[src/rtl/gpf_pkg.sv]
package gpf_pkg;

    localparam int unsigned ADDR_W = 64;
    localparam int unsigned IDX_SCALE = 3;

    typedef enum logic [1:0] {
        IDX_NARROW  = 2'b00,
        IDX_UNPACK  = 2'b01,
        IDX_WIDE    = 2'b10,
        IDX_WIDE_B  = 2'b11
    } idx_mode_e;

    typedef enum logic {
        WS_IDLE = 1'b0,
        WS_WALK = 1'b1
    } walk_state_e;

    typedef struct packed {
        logic       write;
        logic [1:0] level;
        logic       stream;
    } pf_hint_t;

    typedef struct packed {
        idx_mode_e mode;
        logic      sx;
        logic [3:0] op;
    } walk_cfg_t;

    function automatic pf_hint_t decode_hint(input logic [3:0] op);
        pf_hint_t h;
        h.write  = op[3];
        h.level  = op[2:1];
        h.stream = op[0];
        return h;
    endfunction

    function automatic logic is_unnamed_op(input logic [3:0] op);
        return op[2:1] == 2'b11;
    endfunction

    function automatic logic uses_narrow_index(input idx_mode_e m);
        return (m == IDX_NARROW) || (m == IDX_UNPACK);
    endfunction

    function automatic logic [ADDR_W-1:0] extend_index(input logic [63:0] lane,
                                                      input idx_mode_e  m,
                                                      input logic       sx);
        logic [ADDR_W-1:0] r;
        if (uses_narrow_index(m)) begin
            r = sx ? {{32{lane[31]}}, lane[31:0]} : {32'b0, lane[31:0]};
        end else begin
            r = lane;
        end
        return r;
    endfunction

    function automatic logic [ADDR_W-1:0] scaled_addr(input logic [ADDR_W-1:0] b,
                                                     input logic [ADDR_W-1:0] off);
        return b + (off << IDX_SCALE);
    endfunction

endpackage

[src/rtl/gpf_active_mask.sv]
module gpf_active_mask
    import gpf_pkg::*;
#(
    parameter int unsigned VLEN = 256
) (
    input  logic [VLEN/8-1:0]  pred,
    input  idx_mode_e          mode,
    output logic [VLEN/32-1:0] active
);
    localparam int unsigned MAX_ELEMS  = VLEN / 32;
    localparam int unsigned WIDE_ELEMS = VLEN / 64;

    logic [MAX_ELEMS-1:0] narrow_act;
    logic [MAX_ELEMS-1:0] wide_act;

    for (genvar e = 0; e < MAX_ELEMS; e++) begin : g_elem
        assign narrow_act[e] = pred[e*4];
        if (e < WIDE_ELEMS) begin : g_wide
            assign wide_act[e] = pred[e*8];
        end else begin : g_pad
            assign wide_act[e] = 1'b0;
        end
    end

    always_comb begin
        active = (mode == IDX_NARROW) ? narrow_act : wide_act;
    end

endmodule

[src/rtl/gpf_first_pick.sv]
module gpf_first_pick #(
    parameter int unsigned N = 8
) (
    input  logic [N-1:0]         req,
    output logic [N-1:0]         grant,
    output logic [$clog2(N)-1:0] idx,
    output logic                 any
);
    localparam int unsigned IDX_W = $clog2(N);

    always_comb begin
        grant = req & (~req + {{(N-1){1'b0}}, 1'b1});
        any   = |req;
        idx   = '0;
        for (int i = N - 1; i >= 0; i--) begin
            if (req[i]) begin
                idx = i[IDX_W-1:0];
            end
        end
    end

endmodule

[src/rtl/gpf_lane_mux.sv]
module gpf_lane_mux
    import gpf_pkg::*;
#(
    parameter int unsigned VLEN = 256
) (
    input  logic [VLEN-1:0]              vec,
    input  idx_mode_e                    mode,
    input  logic                         sx,
    input  logic [$clog2(VLEN/32)-1:0]   sel,
    output logic [ADDR_W-1:0]            offset
);
    localparam int unsigned MAX_ELEMS  = VLEN / 32;
    localparam int unsigned WIDE_ELEMS = VLEN / 64;
    localparam int unsigned WIDE_IDX_W = $clog2(WIDE_ELEMS);

    logic [31:0] narrow_lane [MAX_ELEMS];
    logic [63:0] wide_lane   [WIDE_ELEMS];
    logic [63:0] raw;

    for (genvar e = 0; e < MAX_ELEMS; e++) begin : g_narrow
        assign narrow_lane[e] = vec[e*32 +: 32];
    end
    for (genvar e = 0; e < WIDE_ELEMS; e++) begin : g_wide
        assign wide_lane[e] = vec[e*64 +: 64];
    end

    always_comb begin
        if (mode == IDX_NARROW) begin
            raw = {32'b0, narrow_lane[sel]};
        end else begin
            raw = wide_lane[sel[WIDE_IDX_W-1:0]];
        end
        offset = extend_index(raw, mode, sx);
    end

endmodule

[src/rtl/gather_prefetch_gen.sv]
module gather_prefetch_gen
    import gpf_pkg::*;
#(
    parameter int unsigned VLEN = 256
) (
    input  logic              clk,
    input  logic              rst,
    input  logic              start,
    input  logic [63:0]       base,
    input  logic [VLEN-1:0]   index_vec,
    input  logic [VLEN/8-1:0] pred,
    input  logic [1:0]        idx_mode,
    input  logic              sign_ext,
    input  logic [3:0]        prf_op,
    output logic              busy,
    output logic              req_valid,
    input  logic              req_ready,
    output logic [63:0]       req_addr,
    output logic              req_write,
    output logic [1:0]        req_level,
    output logic              req_stream,
    output logic              done
);
    localparam int unsigned MAX_ELEMS = VLEN / 32;
    localparam int unsigned SEL_W     = $clog2(MAX_ELEMS);

    walk_state_e          state_q;
    walk_cfg_t            cfg_q;
    logic [ADDR_W-1:0]    base_q;
    logic [VLEN-1:0]      vec_q;
    logic [MAX_ELEMS-1:0] pending_q;

    idx_mode_e            in_mode;
    logic [MAX_ELEMS-1:0] in_active;
    logic [MAX_ELEMS-1:0] grant;
    logic [SEL_W-1:0]     sel;
    logic                 have_pending;
    logic [ADDR_W-1:0]    offset;
    pf_hint_t             hint;
    logic                 accept_cmd;
    logic                 fire;

    assign in_mode = idx_mode_e'(idx_mode);

    gpf_active_mask #(.VLEN(VLEN)) i_mask (
        .pred   (pred),
        .mode   (in_mode),
        .active (in_active)
    );

    gpf_first_pick #(.N(MAX_ELEMS)) i_pick (
        .req   (pending_q),
        .grant (grant),
        .idx   (sel),
        .any   (have_pending)
    );

    gpf_lane_mux #(.VLEN(VLEN)) i_lane (
        .vec    (vec_q),
        .mode   (cfg_q.mode),
        .sx     (cfg_q.sx),
        .sel    (sel),
        .offset (offset)
    );

    assign accept_cmd = (state_q == WS_IDLE) && start;
    assign fire       = req_valid && req_ready;

    always_ff @(posedge clk) begin
        if (rst) begin
            state_q   <= WS_IDLE;
            cfg_q     <= '{mode: IDX_NARROW, sx: 1'b0, op: 4'b0};
            base_q    <= '0;
            vec_q     <= '0;
            pending_q <= '0;
        end else begin
            case (state_q)
                WS_IDLE: begin
                    if (accept_cmd) begin
                        state_q       <= WS_WALK;
                        cfg_q.mode    <= in_mode;
                        cfg_q.sx      <= sign_ext;
                        cfg_q.op      <= prf_op;
                        vec_q         <= index_vec;
                        if (is_unnamed_op(prf_op)) begin
                            pending_q <= '0;
                        end else begin
                            pending_q <= in_active;
                        end
                        if ((|in_active) && !is_unnamed_op(prf_op)) begin
                            base_q    <= base;
                        end
                    end
                end
                WS_WALK: begin
                    if (!have_pending) begin
                        state_q <= WS_IDLE;
                    end else if (fire) begin
                        pending_q <= pending_q & ~grant;
                    end
                end
                default: state_q <= WS_IDLE;
            endcase
        end
    end

    always_comb begin
        hint       = decode_hint(cfg_q.op);
        busy       = (state_q == WS_WALK);
        req_valid  = busy && have_pending;
        done       = busy && !have_pending;
        req_addr   = scaled_addr(base_q, offset);
        req_write  = hint.write;
        req_level  = hint.level;
        req_stream = hint.stream;
    end


    stall_hold_chk: assert property (@(posedge clk) disable iff (rst)
        (req_valid && !req_ready) |=> (req_valid && $stable(req_addr) &&
            $stable(req_write) && $stable(req_level) && $stable(req_stream)));


    done_excl_chk: assert property (@(posedge clk) disable iff (rst)
        done |-> !req_valid);


    done_idle_chk: assert property (@(posedge clk) disable iff (rst)
        done |=> !busy);


    no_unnamed_chk: assert property (@(posedge clk) disable iff (rst)
        req_valid |-> (req_level != 2'b11));


    pick_onehot_chk: assert property (@(posedge clk) disable iff (rst)
        $onehot0(grant) && (req_valid == (grant != '0)));


    busy_hold_chk: assert property (@(posedge clk) disable iff (rst)
        (busy && start) |=> ($stable(base_q) && $stable(vec_q)));

endmodule

[config.mk]
export PLATFORM = sky130hd
export DESIGN_NAME = gather_prefetch_gen
export DESIGN_NICKNAME = d
export VERILOG_FILES = /design/src/rtl/gpf_pkg.sv /design/src/rtl/gpf_active_mask.sv /design/src/rtl/gpf_first_pick.sv /design/src/rtl/gpf_lane_mux.sv /design/src/rtl/gather_prefetch_gen.sv
export SDC_FILE = /design/constraint.sdc
export NUM_CORES = 1
export LEC_CHECK = 0
export ABC_AREA = 1
export BUFFER_PORTS_ARGS = -buffer_cell sky130_fd_sc_hd__clkbuf_2
export CAP_MARGIN = 10
export CORE_ASPECT_RATIO = 0.75
export CORE_MARGIN = 10
export CORE_UTILIZATION = 50
export CTS_CLUSTER_DIAMETER = 60
export CTS_CLUSTER_SIZE = 28
export DETAILED_ROUTE_END_ITERATION = 10
export GPL_TIMING_DRIVEN = 0
export PLACE_DENSITY = 0.83
export SYNTH_ARGS = -nofsm -noshare
export SYNTH_HDL_FRONTEND = slang
export SYNTH_SLANG_ARGS = --single-unit
[constraint.sdc]
create_clock -name clk -period 3.9 [get_ports clk]
set_input_delay 0.39 -clock clk [delete_from_list [all_inputs] [get_ports clk]]
set_output_delay 0.39 -clock clk [all_outputs]
set_load 0.01 [all_outputs]
Word-level counts from Yosys, hierarchy flattened. Cells that the tools add are included.

Register bits: 336. ROM bits: 0. Bits of input ports: 363. Latch bits: 0. Memories kept: 0. Output and inout port bits: 71. Word-level logic and storage cells: 64. RAM bits: 0.

Add/sub/neg operators: 2. Multiply operators: 0. Reductions and logical operators: 15. Mux-type cells: 26. Magnitude comparators: 2. Eq/ne operators: 5. Shifts and indexed selects: 0. Bitwise gates (word level): 7. Div/mod/pow operators: 0.

Operator list (count): $mux 61 (5); $bmux 64 s2 (1); $bmux 32 s3 (1); $add 64x64->64 (1); $mux 32 (2); $mux 8 (5); $mux 3 (8); $and 8x8->8 (2); $not 8->8 (2); $pmux 8 s2 (1); $reduce_or 8->1 (2); $add 8x1->8 const B (1); $reduce_and 3->1 (2); $logic_and 1x1->1 (5); $ge 4x4->1 const B (1); $logic_not 2->1 (2); $ne 2x1->1 const B (2); $not 3->4 (1); $ge 3x3->1 const B (1); $not 2->3 (1); $eq 2x1->1 const B (1); $eq 2x2->1 const B (1); $logic_not 1->1 (2); $mux 1 (2); 5 further kinds (5).

Logic depth before layout (Yosys ltp).
Word-level depth: 16. Gate-level depth with buffers: 33. Gate-level depth less buffers: 32.

Hierarchy. Synthesis repeated with hierarchy kept, for this count alone.

Cell total of the unflattened synthesis: 3672. Area, all modules: 21732.1 um2.

By module, submodules not included: gather_prefetch_gen (cells each 2653, area an instance 17167.7 um2, instances 1, seq. area each 6726.5 um2); gpf_lane_mux (cells each 963, area an instance 4320.4 um2, instances 1, seq. area each 0.0 um2); gpf_first_pick (cells each 36, area an instance 158.9 um2, instances 1, seq. area each 0.0 um2); gpf_active_mask (cells each 20, area an instance 85.1 um2, instances 1, seq. area each 0.0 um2).

Least setup slack after synthesis. OpenSTA, ideal clock, no wires.

Path type: flip-flop to output port. Start: reg pending_q[6]. End: out req_addr[55]. Required time: 3.510 ns. Arrival: 3.461 ns. Slack: 0.049 ns. Cell stages (with the launch flop): 28. Path through: dfxtp_1 inv_2 nand2_1 nand2_1 nand2_1 nand2_1 nand2_2 nand2_4 nand2_4 buf_8 clkbuf_1 or2_2 o21ai_0 o221ai_1 nand3_1 nand2_1 ha_1 inv_1 fa_1 o21ai_1 a21o_1 nand2_1 nand2_1 a21oi_1 o21ai_0 nand2_1 o211ai_1 xor2_1.

Longest elaborated chain between the ends: 15. Elaborated cells on any way between the ends: 19. Classes of those cells: add/sub: 1; mux: 16; bitwise: 2.

RTL lines: from (decl) (RTL line gather_prefetch_gen.sv:31) `logic [MAX_ELEMS-1:0] pending_q;`; from (signal assigned) (RTL line gather_prefetch_gen.sv:88) `pending_q <= in_active;`; from (signal assigned) (RTL line gather_prefetch_gen.sv:99) `pending_q <= pending_q & ~grant;`; $mux 3 (*) (7 in a row) (RTL line gpf_first_pick.sv:16) `if (req[i]) begin`; $not 3->4 (not written as such) / $not 2->3 (equally long branches) (RTL line gpf_lane_mux.sv:29, gpf_lane_mux.sv:31); $bmux 32 s3 / $bmux 64 s2 (equally long branches) (RTL line gpf_lane_mux.sv:29, gpf_lane_mux.sv:31); $mux 32 (not written as such) / $mux 61 (equally long branches) (2 in a row) (RTL line gpf_lane_mux.sv:29, gpf_lane_mux.sv:31); $mux 61 (*) (RTL line gpf_lane_mux.sv:28) `if (mode == IDX_NARROW) begin`; $mux 61 (RTL line gpf_pkg.sv:51) `r = sx ? {{32{lane[31]}}, lane[31:0]} : {32'b0, lane[31:0]};`; $mux 61 (*) (RTL line gpf_pkg.sv:50) `if (uses_narrow_index(m)) begin`; $add 64x64->64 (*) (RTL line gpf_pkg.sv:60) `return b + (off << IDX_SCALE);`; to (decl) (RTL line gather_prefetch_gen.sv:18) `output logic [63:0] req_addr,`.

Mark *: on every way between the ends. The rest lies on a longest branch, timed or not. The select of a mux whose other input is x is not followed.

Worst setup path after layout.
Start: reg pending_q[6]. End: out req_addr[58].

Same word-level chain as after synthesis.

==> results.md <==
* CTS Buffer Depth at 3
* Share of cells above drive strength 1 at 0.3808
* Finished Core Util at 0.7444
* Synthesis-stage register bit count at 336
* Seq/Total Area, Yosys at 0.3431
* Worst Tran Pin Value at 1.429 ns
* Post-route clock period utilization at 1.369
* Die Wd at 248.7 µm
* First-pass GRT wire length at 140,800 µm
* Slew margin rel. at 0.04755
* 1st-iter DRT viols at 4,198
* Yosys cell types at 53
* FILL cells at 2,841
* Synth Warn # at 0
* Worst-Skew Late Latency at 0.62 ns
* Failing checks: DRC, setup timing
* # nets final at 3,943
* Largest net degree at the start of global routing at 29
* Critical hold path startpoint: index_vec[89]
* Power Density at 487.3 nW/µm²
* Synth Cell Area at 19,610 µm²
* Slew Limit Fails at 0
* Mapped Cells at 2,916
* Synth Flop Type: dfxtp_1
* Leak at 0.01213 µW
* Vias/cell at 6.378
* Synthesized Nets at 3,340
* Synth Area per Inst at 6.724 µm²
* Most instantiated cells after synthesis: nor2_1 (899), o21ai_0 (574), dfxtp_1 (336)
* Core area at 38,480 µm²
* Drt total wl at 106,800 µm
* Cell with the most instances after synthesis: nor2_1
* Final Setup Violations at 59
* Most used cell, CP: nand2_1
* F_max at 0.1872 GHz
* PortBufs at 408
* RSZ-0062 raised after global routing: yes
* Ys async rst share at 0
* Worst-path fanout max at 8
* Std cell rows at 62
* WL/cell at 26.36 µm
* Post-synth EDFFs at 0
* Vias in the first global route at 23,450
* Top cell type's share of synthesized area at 0.3431
* CP required at 3.51 ns
* GRT Util Overall at 0.3812
* Min Clock Period, post-route at 5.341 ns
* Status: finished, violations left
* First-pass DRT Iterations at 11
* Final Skew at 0.01883 ns
* Final Hold Fails at 0
* Die Area at 47,620 µm²
* H-Tree Depth at 1
* GP Congestion at 1.147
* Drt drc at 14
* Initial antenna violation count at 3
* Vias at 25,840
* Global route overflow at 0
* Area Overhead vs Synth at 46.09%
* Worst setup EP type: output pin
* Max cap viols at 0
* Startpoint types: flip-flop
* Critical path's largest stage delay at 0.41 ns
* Worst min path class: in2reg
* Crit Path Class: reg2out
* CTS Root Cell: clkbuf_16
* IO Pins at 434
* WP data arrival at 4.95 ns
* Cts bufs inserted at 25
* Worst Setup SP: pending_q[6]$_SDFFE_PP0P_
* Reg clk slew, reported paths at 0.10 ns
* Die H at 191.5 µm
* Synth area leader: dfxtp_1
* Clock Sink Count at 336
* CTS tree: built
* Post-route ant nets at 0
* Slowest CP cell: a21oi_2
* Min Hold Slack at 0.01308 ns
* DP HPWL at 72,960 µm
* Crit Reg-Reg Startpoint: busy$_SDFF_PP0_
* Max VDD drop at 385.7 µV
* Starting density of the core at 0.5096
* Post-CTS Hold Buffers at 0
* Main area contributors after synthesis: dfxtp_1 (34%), nor2_1 (17%), o21ai_0 (15%)
* Worst Slack Setup Final at -1.441 ns
-- through the flow --
step	worst slack, ns	std cells	cell area, µm²	total power (µW)	TNS [ns]
after detailed placement	-1.203	3836	22290	8203	-38.37
after floorplan	0.04934	2916	19610	6461	0
after global placement	-1.167	3836	22290	8165	-36.89
after global routing	-1.375	4049	28640	14250	-61.76
after CTS	-1.012	3979	26610	12460	-43.31
final	-1.441	4051	28640	13960	-58.06
-- where the power goes --
group | internal (µW) | switching [µW]
sequential | 3730 | 326
clock | 1390 | 1640
combinational | 2690 | 4180
total | 7810 | 6150
-- logic make-up after synthesis --
| logic type | Yosys count | share of synthesized area |
|---|---|---|
| compound gates | 874 | 0.2527 |
| flops | 336 | 0.3431 |
| mux | 1 | 0.0005105 |
| fa+ha+maj | 61 | 0.03931 |
| simple gates | 1268 | 0.2679 |
| xor+xnor | 53 | 0.02367 |
| buf+inv | 323 | 0.07287 |
-- cells in the final DEF (no fill, tap or decap), drive strengths merged --
cell	n
nor4	7
inv	145
nor3	9
o22ai	4
bufbuf	1
o2111ai	3
ha	60
o21bai	5
nor3b	1
mux2i	1
o21a	7
buf	276
dfxtp	336
clkinv	8
o31a	1
diode	2
o221a	27
a311oi	1
a211oi	4
nand3	67
o211ai	15
xor2	36
bufinv	1
o311ai	1
a21o	12
o21ai	601
o2bb2ai	1
o221ai	59
nand4	5
xnor2	17
nor2	921
a21oi	115
a31oi	18
fa	1
or2	61
clkbuf	513
nand2	197
-- registers in the layout, indices dropped and copies added, names as in the netlist --
name	cells
cfg_q	3
pending_q	8
busy	1
vec_q	256
hint	4
base_q	64
-- worst max-delay path, delay by kind of cell, from the launching register on --
family                   cells  cell delay [ns]
flip-flops                   1             0.37
AND/OR/NAND/NOR             12             0.98
adder cells (fa/ha/maj)      1             0.25
XOR/XNOR                     1             0.15
buffers and inverters        7             0.88
AO/OA/AOI/OAI                7             1.67
-- final cells by class --
class                      instances  area [µm²]  share of cell area
multi-input combinational       2257       14940              0.5216
sequential                       336        6734              0.2351
timing repair buffer             577        3650              0.1274
buffer                           188        1184             0.04132
tap                              512       640.6             0.02236
clock buffer                      25       625.6             0.02184
inverter                         133       521.8             0.01822
clock inverter                    20       330.3             0.01153
timing repair inverter             1       11.26           0.0003931
antenna                            2       5.005           0.0001747
-- timing repair --
item | 4_1_cts | 5_1_grt
setup endpoints to repair | 60 | 60
pin swaps | 134 | 179
gates resized for setup | 665 | 439
cloned | 9 | 2
setup buffers | 91 | 77
-- per-layer routing --
| metal | part of all wire | GRT usage | up-vias |
|---|---|---|---|
| li1 | - | - | 11020 |
| met1 | 0.35 | 0.4714 | 11820 |
| met2 | 0.42 | 0.5866 | 2241 |
| met3 | 0.14 | 0.1188 | 749 |
| met4 | 0.087 | 0.2062 | 4 |
| met5 | 0.00044 | 0 | - |
-- final timing paths --
check	cells past startpoint	slack, ns	end
setup / recovery	28	-1.44	req_addr[58]
hold / removal	3	0.01	vec_q[89]$_SDFFE_PP0P_
setup reg to reg	6	0.90	vec_q[211]$_SDFFE_PP0P_
hold reg to reg	2	0.48	vec_q[63]$_SDFFE_PP0P_
No activity file was read; power rests on OpenSTA's default activity.
